`config.mk`:
```
export PLATFORM = sky130hd
export DESIGN_NAME = hlseq_top
export DESIGN_NICKNAME = d
export VERILOG_FILES = /design/src/rtl/hlseq_pkg.sv /design/src/rtl/hlseq_datapath.sv /design/src/rtl/hlseq_ctrl.sv /design/src/rtl/hlseq_top.sv
export SDC_FILE = /design/constraint.sdc
export NUM_CORES = 1
export LEC_CHECK = 0
export BUFFER_PORTS_ARGS = -buffer_cell sky130_fd_sc_hd__buf_4
export CORE_MARGIN = 4
export CORE_UTILIZATION = 62
export DETAILED_ROUTE_END_ITERATION = 6
export PLACE_DENSITY_LB_ADDON = 0.2
export SLEW_MARGIN = 20
export SYNTH_ARGS = -nofsm -noshare
export SYNTH_HDL_FRONTEND = slang
export SYNTH_HIERARCHICAL = 1
export SYNTH_SLANG_ARGS = --single-unit
export TNS_END_PERCENT = 5
```
`constraint.sdc`:
```
create_clock -name clk -period 11.5 [get_ports clk]
set_input_delay 1.725 -clock clk [delete_from_list [all_inputs] [get_ports clk]]
set_output_delay 1.725 -clock clk [all_outputs]
set_load 0.02 [all_outputs]
```
`src/rtl/hlseq_pkg.sv`:
```
package hlseq_pkg;
  localparam int DEF_EQU        = 6;
  localparam int DEF_ACTIVE     = 0;
  localparam int DEF_ODD_PRE    = 502;
  localparam int DEF_ODD_POST   = 5;
  localparam int DEF_EVEN_PRE   = 503;
  localparam int DEF_EVEN_POST  = 4;
  localparam int DEF_HALF_WIDTH = 429;
  localparam int DEF_POLL_LINES = 64;
  // half-lines from a field boundary to the first poll of that field
  localparam int POLL_DELAY     = 15;

  typedef struct packed {
    logic lineRestart;   // counter is about to become even: new full line
  } seq_strobe_t;
endpackage

```
`src/rtl/hlseq_datapath.sv`:
```
module hlseq_datapath
  import hlseq_pkg::*;
#(
  parameter int EQU_W  = 4,
  parameter int ACV_W  = 10,
  parameter int BLK_W  = 10,
  parameter int HLW_W  = 10,
  parameter int POLL_W = 10,
  parameter int HC_W   = 12
) (
  input  logic              clk,
  input  logic              rst_n,
  input  logic              smpTick,
  input  logic              cfgWr,
  input  logic [EQU_W-1:0]  cfgEqu,
  input  logic [ACV_W-1:0]  cfgActive,
  input  logic [BLK_W-1:0]  cfgOddPre,
  input  logic [BLK_W-1:0]  cfgOddPost,
  input  logic [BLK_W-1:0]  cfgEvenPre,
  input  logic [BLK_W-1:0]  cfgEvenPost,
  input  logic [HLW_W-1:0]  cfgHalfWidth,
  input  logic [POLL_W-1:0] cfgPollLines,
  input  seq_strobe_t       strb,
  output logic [HC_W-1:0]   oddTot,
  output logic [HC_W-1:0]   frameTot,
  output logic [HC_W-1:0]   oddFirst,
  output logic [HC_W-1:0]   oddLast,
  output logic [HC_W-1:0]   evenFirst,
  output logic [HC_W-1:0]   evenLast,
  output logic [HC_W-1:0]   pollStep,
  output logic              actZero,
  output logic [HLW_W:0]    hPos
);
  localparam int HP_W = HLW_W + 1;

  logic [EQU_W-1:0]  equR;
  logic [ACV_W-1:0]  actR;
  logic [BLK_W-1:0]  oddPreR, oddPostR, evenPreR, evenPostR;
  logic [HLW_W-1:0]  hlwR;
  logic [POLL_W-1:0] pollR;

  always_ff @(posedge clk or negedge rst_n) begin
    if (!rst_n) begin
      equR      <= EQU_W'(DEF_EQU);
      actR      <= ACV_W'(DEF_ACTIVE);
      oddPreR   <= BLK_W'(DEF_ODD_PRE);
      oddPostR  <= BLK_W'(DEF_ODD_POST);
      evenPreR  <= BLK_W'(DEF_EVEN_PRE);
      evenPostR <= BLK_W'(DEF_EVEN_POST);
      hlwR      <= HLW_W'(DEF_HALF_WIDTH);
      pollR     <= POLL_W'(DEF_POLL_LINES);
    end else if (cfgWr) begin
      equR      <= cfgEqu;
      actR      <= cfgActive;
      oddPreR   <= cfgOddPre;
      oddPostR  <= cfgOddPost;
      evenPreR  <= cfgEvenPre;
      evenPostR <= cfgEvenPost;
      hlwR      <= cfgHalfWidth;
      pollR     <= cfgPollLines;
    end
  end

  // field geometry, all in half-lines
  logic [HC_W-1:0] equHl, actHl, evenTot;
  always_comb begin
    equHl     = HC_W'(equR) * HC_W'(3);
    actHl     = HC_W'(actR) << 1;
    oddTot    = equHl + HC_W'(oddPreR) + actHl + HC_W'(oddPostR);
    evenTot   = equHl + HC_W'(evenPreR) + actHl + HC_W'(evenPostR);
    frameTot  = oddTot + evenTot;
    oddFirst  = equHl + HC_W'(oddPreR);
    oddLast   = oddFirst + actHl - HC_W'(1);
    evenFirst = equHl + HC_W'(evenPreR) + oddTot;
    evenLast  = evenFirst + actHl - HC_W'(1);
    pollStep  = HC_W'(pollR) << 1;
    actZero   = (actR == '0);
  end

  // horizontal position: samples since the current full line began
  logic [HP_W-1:0] smpCnt, twoHlw, cntInc;
  assign twoHlw = {hlwR, 1'b0};

  always_ff @(posedge clk or negedge rst_n) begin
    if (!rst_n)                               smpCnt <= '0;
    else if (strb.lineRestart)                smpCnt <= '0;
    else if (smpTick && (smpCnt < twoHlw))    smpCnt <= smpCnt + HP_W'(1);
  end

  always_comb begin
    cntInc = smpCnt + HP_W'(1);
    hPos   = (cntInc > twoHlw) ? twoHlw : cntInc;
    if (hPos == '0) hPos = HP_W'(1);
  end

  a_r8_pos_floor: assert property (@(posedge clk) disable iff (!rst_n)
    hPos != '0);
  a_r8_restart_home: assert property (@(posedge clk) disable iff (!rst_n)
    strb.lineRestart |=> (hPos == HP_W'(1)));
  a_r8_ceiling: assert property (@(posedge clk) disable iff (!rst_n)
    (twoHlw != '0) |-> (hPos <= twoHlw));
endmodule

```
`src/rtl/hlseq_ctrl.sv`:
```
module hlseq_ctrl
  import hlseq_pkg::*;
#(
  parameter int HC_W = 12
) (
  input  logic            clk,
  input  logic            rst_n,
  input  logic            hlTick,
  input  logic [HC_W-1:0] oddTot,
  input  logic [HC_W-1:0] frameTot,
  input  logic [HC_W-1:0] oddFirst,
  input  logic [HC_W-1:0] oddLast,
  input  logic [HC_W-1:0] evenFirst,
  input  logic [HC_W-1:0] evenLast,
  input  logic [HC_W-1:0] pollStep,
  input  logic            actZero,
  output logic [HC_W-1:0] hlCnt,
  output logic            fieldEven,
  output logic            fieldBegin,
  output logic            fieldEnd,
  output logic            eventEven,
  output logic            pollStrobe,
  output seq_strobe_t     strb
);
  logic [HC_W-1:0] nxt, nextPoll;
  logic begCond, endCond;

  always_comb begin
    nxt              = (hlCnt >= frameTot - HC_W'(1)) ? '0 : hlCnt + HC_W'(1);
    begCond          = !actZero && ((nxt == oddFirst) || (nxt == evenFirst));
    endCond          = !actZero && ((hlCnt == oddLast) || (hlCnt == evenLast));
    strb.lineRestart = hlTick && !nxt[0];
    fieldEven        = (hlCnt >= oddTot);
  end

  always_ff @(posedge clk or negedge rst_n) begin
    if (!rst_n) begin
      hlCnt      <= '0;
      fieldBegin <= 1'b0;
      fieldEnd   <= 1'b0;
      eventEven  <= 1'b0;
      pollStrobe <= 1'b0;
      nextPoll   <= HC_W'(POLL_DELAY);
    end else begin
      fieldBegin <= hlTick && begCond;
      fieldEnd   <= hlTick && endCond;
      pollStrobe <= 1'b0;
      if (hlTick) begin
        hlCnt <= nxt;
        if (begCond)      eventEven <= (nxt == evenFirst);
        else if (endCond) eventEven <= (hlCnt == evenLast);
        if (nxt == '0)                nextPoll <= HC_W'(POLL_DELAY);
        else if (nxt == oddTot)       nextPoll <= oddTot + HC_W'(POLL_DELAY);
        else if (nxt == nextPoll) begin
          pollStrobe <= 1'b1;
          nextPoll   <= nextPoll + pollStep;
        end
      end
    end
  end

  a_r3_hold_without_tick: assert property (@(posedge clk) disable iff (!rst_n)
    !hlTick |=> $stable(hlCnt));
  a_r3_step_or_wrap: assert property (@(posedge clk) disable iff (!rst_n)
    hlTick |=> ((hlCnt == '0) || (hlCnt == $past(hlCnt) + HC_W'(1))));
  a_r4_pulse_after_tick: assert property (@(posedge clk) disable iff (!rst_n)
    (fieldBegin || fieldEnd) |-> $past(hlTick));
  a_r9_poll_after_tick: assert property (@(posedge clk) disable iff (!rst_n)
    pollStrobe |-> $past(hlTick));
endmodule

```
`src/rtl/hlseq_top.sv`:
```
module hlseq_top
  import hlseq_pkg::*;
#(
  parameter int EQU_W  = 4,
  parameter int ACV_W  = 10,
  parameter int BLK_W  = 10,
  parameter int HLW_W  = 10,
  parameter int POLL_W = 10,
  parameter int HC_W   = 12
) (
  input  logic              clk,
  input  logic              rst_n,
  input  logic              hlTick,
  input  logic              smpTick,
  input  logic              cfgWr,
  input  logic [EQU_W-1:0]  cfgEqu,
  input  logic [ACV_W-1:0]  cfgActive,
  input  logic [BLK_W-1:0]  cfgOddPre,
  input  logic [BLK_W-1:0]  cfgOddPost,
  input  logic [BLK_W-1:0]  cfgEvenPre,
  input  logic [BLK_W-1:0]  cfgEvenPost,
  input  logic [HLW_W-1:0]  cfgHalfWidth,
  input  logic [POLL_W-1:0] cfgPollLines,
  output logic [HC_W-1:0]   halfLineIdx,
  output logic [HC_W-1:0]   vPos,
  output logic [HLW_W:0]    hPos,
  output logic              fieldEven,
  output logic              fieldBegin,
  output logic              fieldEnd,
  output logic              eventEven,
  output logic              pollStrobe
);
  seq_strobe_t strb;
  logic [HC_W-1:0] oddTot, frameTot, oddFirst, oddLast, evenFirst, evenLast, pollStep;
  logic actZero;

  hlseq_datapath #(
    .EQU_W(EQU_W), .ACV_W(ACV_W), .BLK_W(BLK_W),
    .HLW_W(HLW_W), .POLL_W(POLL_W), .HC_W(HC_W)
  ) u_dp (
    .clk(clk), .rst_n(rst_n), .smpTick(smpTick), .cfgWr(cfgWr),
    .cfgEqu(cfgEqu), .cfgActive(cfgActive),
    .cfgOddPre(cfgOddPre), .cfgOddPost(cfgOddPost),
    .cfgEvenPre(cfgEvenPre), .cfgEvenPost(cfgEvenPost),
    .cfgHalfWidth(cfgHalfWidth), .cfgPollLines(cfgPollLines),
    .strb(strb),
    .oddTot(oddTot), .frameTot(frameTot),
    .oddFirst(oddFirst), .oddLast(oddLast),
    .evenFirst(evenFirst), .evenLast(evenLast),
    .pollStep(pollStep), .actZero(actZero), .hPos(hPos)
  );

  hlseq_ctrl #(.HC_W(HC_W)) u_ctrl (
    .clk(clk), .rst_n(rst_n), .hlTick(hlTick),
    .oddTot(oddTot), .frameTot(frameTot),
    .oddFirst(oddFirst), .oddLast(oddLast),
    .evenFirst(evenFirst), .evenLast(evenLast),
    .pollStep(pollStep), .actZero(actZero),
    .hlCnt(halfLineIdx), .fieldEven(fieldEven),
    .fieldBegin(fieldBegin), .fieldEnd(fieldEnd),
    .eventEven(eventEven), .pollStrobe(pollStrobe), .strb(strb)
  );

  assign vPos = HC_W'(1) + (halfLineIdx >> 1);

  a_r7_vpos_nonzero: assert property (@(posedge clk) disable iff (!rst_n)
    vPos != '0);
endmodule

```
# == After elaboration in Yosys (flattened, before gate mapping) ==
# Cells that the tools add are included.
# Widths: inputs -> output; s select.
# classes
add_sub_neg,17
n_mul,1
n_lt_le_gt_ge,4
eq_ne,6
muxes,14
reduce_logical,18
# ops
cell,count
$eq 12x12->1,5
$add 12x11->12,4
$mux 12,4
$mux 11,4
$sub 12x1->12 const B,3
$add 12x10->12,2
$add 12x12->12,2
$ge 12x12->1,2
$add 6x10->11,2
$add 1x11->12 const A,1
$add 12x1->12 const B,1
$add 12x4->12 const B,1
$eq 12x11->1,1
$logic_not 12->1,1
$add 11x1->11 const B,1
$gt 11x11->1,1
$logic_not 11->1,1
$lt 11x11->1,1
$logic_not 10->1,1
$logic_and 1x1->1,6
$mul 4x2->6 const B,1
$mux 1,6
$reduce_and 2->1,2
$reduce_bool 2->1,2
3 further kinds,5
# word_totals
register_bits,113
input_bits,79
output_inout_bits,40
elab_cells,75

# == Logic depth before layout (Yosys ltp) ==
# depth
ltp_word,13
ltp_mapped,45
ltp_nobuf,42

# == Cells and area by module ==
# The synthesis kept the hierarchy.
# by_module_without_submodules
mod,n_inst,cells_per_inst,area_each_um2,seq_area_each_um2
hlseq_datapath,1,846,7876.3,2160.8
hlseq_ctrl,1,604,4742.0,705.7
hlseq_top,1,23,171.4,0.0

# == Least setup slack after synthesis ==
# Ideal clock, no wire load.
# synth_timing
path_kind,reg2reg
from,register u_dp.equR[1]
to,register u_ctrl.nextPoll[7]
setup_time_ps,121
t_arrival_ps,9747
required_time_ps,11379
slack_ps,1632
path_stages_with_launch,39
path_buffers,1
period_less_slack_ps,9868
path_cell_list,dfstp_2 ha_1 fa_1 ha_1 nor2b_1 o21ai_0 nand2b_1 a21o_1 a21o_1 xor2_1 ha_1 xnor2_2 ha_1 a2111oi_0 o21ai_1 nand2_1 xnor2_1 fa_1 [3 not listed] ha_1 or2_2 o22ai_1 o21ba_2 xnor2_1 or4_1 nor3_1 xnor2_1 ha_1 nand4_1 nor3_1 or4_1 buf_2 nor2_1 o21ai_0 a2111oi_4 mux2_1 a22o_1
# synth_between
elab_chain_cells,11
word_cells_on_any_way,19
classes_between,add/sub: 9; mul: 1; order compare: 1; eq/ne: 2; mux: 3; reduce/logical: 3
# synth_rtl
element,line_no,text
from (decl),hlseq_datapath.sv:36,logic [EQU_W-1:0] equR;
from (signal assigned),hlseq_datapath.sv:44,equR <= EQU_W'(DEF_EQU);
from (signal assigned),hlseq_datapath.sv:53,equR <= cfgEqu;
$mul 4x2->6 (*),hlseq_datapath.sv:67,equHl = HC_W'(equR) * HC_W'(3);
$add 6x10->11 (*),-,
named net oddFirst[6],hlseq_top.sv:34,"logic [HC_W-1:0] oddTot, frameTot, oddFirst, oddLast, evenFirst, evenLast, pollStep;"
$add 12x11->12 (*),hlseq_datapath.sv:69,oddTot = equHl + HC_W'(oddPreR) + actHl + HC_W'(oddPostR);
$add 12x10->12 (*),hlseq_datapath.sv:69,
named net oddTot[7],hlseq_top.sv:34,
$add 12x12->12 (*),hlseq_datapath.sv:71,frameTot = oddTot + evenTot;
named net frameTot[9],hlseq_top.sv:34,
$sub 12x1->12 (*),hlseq_ctrl.sv:29,nxt = (hlCnt >= frameTot - HC_W'(1)) ? '0 : hlCnt + HC_W'(1);
$ge 12x12->1 (*),hlseq_ctrl.sv:29,
$mux 12 (*),hlseq_ctrl.sv:29,
$eq 12x12->1 (tied with other cells),hlseq_ctrl.sv:54,else if (nxt == nextPoll) begin
$reduce_bool 3->1 (no source line) / $mux 12 (equally long branches),-,
$reduce_and 2->1 (no source line) / $mux 12 (equally long branches),-,
to (signal assigned),hlseq_ctrl.sv:52,if (nxt == '0) nextPoll <= HC_W'(POLL_DELAY);
to (signal assigned),hlseq_ctrl.sv:53,else if (nxt == oddTot) nextPoll <= oddTot + HC_W'(POLL_DELAY);
to (signal assigned),hlseq_ctrl.sv:56,nextPoll <= nextPoll + pollStep;
to (decl),hlseq_ctrl.sv:25,"logic [HC_W-1:0] nxt, nextPoll;"
# The timed path passes the listed nets; every way through them passes the cells marked *.
# A chain may end at the register's enable or synchronous reset.

# == Worst setup path in the final report ==
# layout_timing
from,register u_dp.equR[1]
to,register u_ctrl.nextPoll[6]
# Same word-level chain as after synthesis.

==> flow_metrics.py <==
metrics = {
    "clock_tree": {
        "worstSkewPairLatency_ns": 0.43,
        "path_clk_slew_ns": 0.06,
        "hold_fix_buffer_count_after_cts": 0,
        "cts-root-to-sink-buffers": 2,
        "cts_made_buffers": 17,
        "clk_root_buffer_cell": "sky130_fd_sc_hd__clkbuf_16",
        "clock-sinks": 113,
        "cts_htree_levels": 4,
        "tritoncts": "built",
    },
    "route": {
        "detail_route.drc_violations": 1,
        "first_pass_iters": 7,
        "drt_iter0_markers": 1291,
        "routed_via_density": 6.33,
        "residual_antenna_violating_net_count_after_detailed_routing": 0,
        "route.vias.total": 11800,
        "wl_per_cell_um": 21.0,
        "totalWireLength_um": 39200,
    },
    "floorplanning": {
        "fp.dieArea_um2": 23000,
        "boundaryPins": 119,
        "floorplan.initialDensity": 0.632,
        "num_rows": 52,
        "die_x_um": 152,
        "dieHeight_um": 152,
        "core-area_um2": 20200,
    },
    "global_routing": {
        "grt_max_degree": 107,
        "grt_first_pass_wirelength_um": 60600,
        "grtUsageTotal": 0.344,
        "globalRoute.totalOverflow": 0,
        "antenna_found_initial": 0,
        "first_global_vias": 11100,
    },
    "sta": {
        "number_of_endpoints_with_negative_hold_slack_in_the_final_report": 0,
        "setup_repair_after_global_routing_missed_its_margin": "no",
        "slew_violations": 0,
        "timing.slew.headroom": 0.284,
        "timing.fmax_mhz": 91.3,
        "finalSetupTns_ns": 0,
        "finalCritPeriodShare": 0.953,
        "timing.final.crit_period_ns": 10.96,
        "worst_clock_skew_ns": 0.0146,
        "timing.final.setup_violations": 0,
        "max_slew.worst_pin.slew_ns": 1.07,
    },
    "setup_path": {
        "worst_path_largest_cell_delay_ns": 0.59,
        "endpoint_kind": "flop",
        "critical_path.most_common_cell": "sky130_fd_sc_hd__ha_1",
        "timing.setup.critical_path_class": "flop to flop",
        "critPathArrivalTime_ns": 11.26,
        "critical_path.max_fanout": 13,
        "worst_ep_required_time_ns": 11.80,
        "crit_slowest_cell": "sky130_fd_sc_hd__fa_1",
        "critical_path.startpoint_type": "flop",
    },
    "logic_synthesis": {
        "synth.ff_latch_count": 113,
        "synth_cell_types": 101,
        "synth_warnings": 6,
        "async_reset_ff_frac": 1.00,
        "netlist_area_um2": 12800,
        "synth_seq_area_share": 0.224,
        "post_synthesis_average_cell_area_um2": 8.68,
        "synth_edf_count": 0,
        "syn-instance-count": 1473,
        "postSynth.topFlopCell": "sky130_fd_sc_hd__dfrtp_1",
    },
    "placed_design": {
        "finalWeightedCongestion": 1.07,
        "total_half_perimeter_wirelength_after_legalization_and_detailed_placement_um": 30100,
        "numPortBuffers": 118,
    },
    "final_layout": {
        "final_layout_size_suffix_gt1_frac": 0.182,
        "antenna_cells_inserted": 0,
        "synthToLayoutAreaGrowth_pct": 13.8,
        "nFillCells": 1536,
        "fin_nets": 1830,
    },
    "min_path": {
        "holdCritPathClass": "flop to flop",
    },
    "outcome": {
        "status": "finished with violations",
        "violations_in_the_final_reports": "DRC",
    },
    "flow_run": {
        "maxCapViolCount": 0,
    },
}
-- synthesized netlist by cell type (all sizes together) (6+ instances only) --
library cell	n	area, um^2
inv	160	601
ha	138	1730
nand2	103	389
xnor2	98	885
o21ai	97	500
dfrtp	82	2050
nor2	69	259
xor2	69	604
a21oi	68	359
mux2	54	608
nand3	40	205
nor3	37	190
dfstp	31	815
a21o	29	218
fa	29	581
clkbuf	26	98.8
nand4	24	156
buf	22	139
nand2b	20	125
nor2b	20	125
nor4	20	161
and3	16	106
o211ai	14	110
o22ai	13	81.3
a31oi	12	75.1
o21a	12	90.1
or4	10	78.8
a211oi	9	67.6
or2	9	56.3
a22o	8	70.1
and2	8	50.1
o31ai	8	60.1
o21bai	7	52.6
a22oi	6	45.0
and4	6	55.1
mux2i	6	60.1
or3	6	37.5
xnor3	6	135
-- stage by stage --
step	setup slack, ns	util	instance area (um^2)	std cells	hold WS [ns]
6_report	0.545	0.719	14600	1867	0.515
5_1_grt	0.0475	0.719	14600	1867	0.543
4_1_cts	0.490	0.717	14500	1867	0.520
3_5_place_dp	0.583	0.689	13900	1835	0.503
3_3_place_gp	0.888	0.689	13900	1835	0.501
2_1_floorplan	1.63	-	12800	1475	0.487
-- worst paths after layout --
| kind | slack (ns) | depth (start not counted) | end | startpoint |
|---|---|---|---|---|
| setup reg to reg | 0.54 | 39 | u_ctrl/nextPoll[6]$_DFFE_PN0P_ | u_dp/equR[1]$_DFFE_PN1P_ |
| hold / removal | 0.52 | 1 | u_dp/pollR[7]$_DFFE_PN0P_ | u_dp/pollR[7]$_DFFE_PN0P_ |
| hold reg to reg | 0.52 | 1 | u_dp/pollR[7]$_DFFE_PN0P_ | u_dp/pollR[7]$_DFFE_PN0P_ |
| max in group asynchronous | 8.89 | 2 | u_ctrl/eventEven$_DFFE_PN0P_ | rst_n |
| min in group asynchronous | 1.28 | 1 | u_dp/hlwR[4]$_DFFE_PN0P_ | rst_n |
| setup / recovery | 0.54 | 39 | u_ctrl/nextPoll[6]$_DFFE_PN0P_ | u_dp/equR[1]$_DFFE_PN1P_ |
-- layout make-up --
| cell class | count | area [um^2] | share of cell area |
|---|---|---|---|
| clock buffer | 17 | 425 | 0.0292 |
| clock inverter | 15 | 149 | 0.0102 |
| inverter | 160 | 601 | 0.0413 |
| multi-input combinational | 1154 | 9140 | 0.628 |
| sequential | 113 | 2870 | 0.197 |
| tap | 270 | 338 | 0.0232 |
| timing repair buffer | 138 | 1040 | 0.0712 |
-- layout by cell type (no fill, tap or decap), types with 9 or more instances in the layout --
master	synthesis	final
sky130_fd_sc_hd__o211ai_1	13	13
sky130_fd_sc_hd__and3_1	14	14
sky130_fd_sc_hd__clkbuf_16	0	17
sky130_fd_sc_hd__a31oi_1	12	12
sky130_fd_sc_hd__a21o_1	29	29
sky130_fd_sc_hd__o21ai_0	70	70
sky130_fd_sc_hd__nor3_1	36	36
sky130_fd_sc_hd__nand3_1	39	39
sky130_fd_sc_hd__nand4_1	23	23
sky130_fd_sc_hd__inv_1	159	159
sky130_fd_sc_hd__mux2_2	48	48
sky130_fd_sc_hd__dfrtp_1	82	82
sky130_fd_sc_hd__xor2_1	69	66
sky130_fd_sc_hd__fa_1	29	29
sky130_fd_sc_hd__dfstp_2	31	31
sky130_fd_sc_hd__o21ai_1	25	25
sky130_fd_sc_hd__nand2_1	102	102
sky130_fd_sc_hd__a21oi_1	65	65
sky130_fd_sc_hd__nor2b_1	20	20
sky130_fd_sc_hd__buf_4	6	138
sky130_fd_sc_hd__nor4_1	17	17
sky130_fd_sc_hd__xnor2_1	96	94
sky130_fd_sc_hd__nor2_1	69	68
sky130_fd_sc_hd__nand2b_1	20	20
sky130_fd_sc_hd__ha_1	138	138
sky130_fd_sc_hd__a211oi_1	9	9
sky130_fd_sc_hd__o22ai_1	13	13
sky130_fd_sc_hd__o21a_1	12	12
-- metal layers --
| layer | vias up | global-route usage | wire (um) |
|---|---|---|---|
| met5 | - | 0 | 0 |
| met4 | 0 | 0.111 | 1200 |
| met3 | 93 | 0.0708 | 3870 |
| met2 | 643 | 0.521 | 17000 |
| met1 | 5622 | 0.494 | 17000 |
| li1 | 5456 | - | - |
-- repair_timing --
item | 4_1_cts | 5_1_grt
endpoints found under the setup margin | 0 | 17
gates resized for setup | 0 | 7
buffers inserted | 0 | 0
-- cell families after synthesis --
family | count (synthesis) | synth area share
xor+xnor | 173 | 0.127
other cells | 1 | 0.000293
simple gates | 410 | 0.171
mux | 60 | 0.0522
flops | 113 | 0.224
fa+ha+maj | 167 | 0.180
buf+inv | 208 | 0.0655
compound gates | 341 | 0.180
-- worst max-delay path, delay by kind of cell, from the launching register on --
kind / cells / cell delay [ns]
fa+ha+maj: 9 / 3.31
xor+xnor: 5 / 1.09
flops: 1 / 0.58
simple gates: 11 / 2.75
compound gates: 11 / 2.68
buf+inv: 3 / 0.38
-- registers in the layout (all words and copies together), names as in the netlist --
name / cells
u_dp/equR: 4
u_dp/oddPreR: 10
u_dp/evenPreR: 10
u_dp/hlwR: 10
u_dp/smpCnt: 11
u_dp/oddPostR: 10
u_ctrl/nextPoll: 12
u_ctrl/eventEven: 1
u_ctrl/fieldEnd: 1
u_ctrl/pollStrobe: 1
u_ctrl/fieldBegin: 1
u_dp/evenPostR: 10
u_ctrl/hlCnt: 12
u_dp/pollR: 10
u_dp/actR: 10
Power is left out: the tool's default activity adds up to more than one toggle a clock period on the data nets, which glitch-free logic cannot reach.
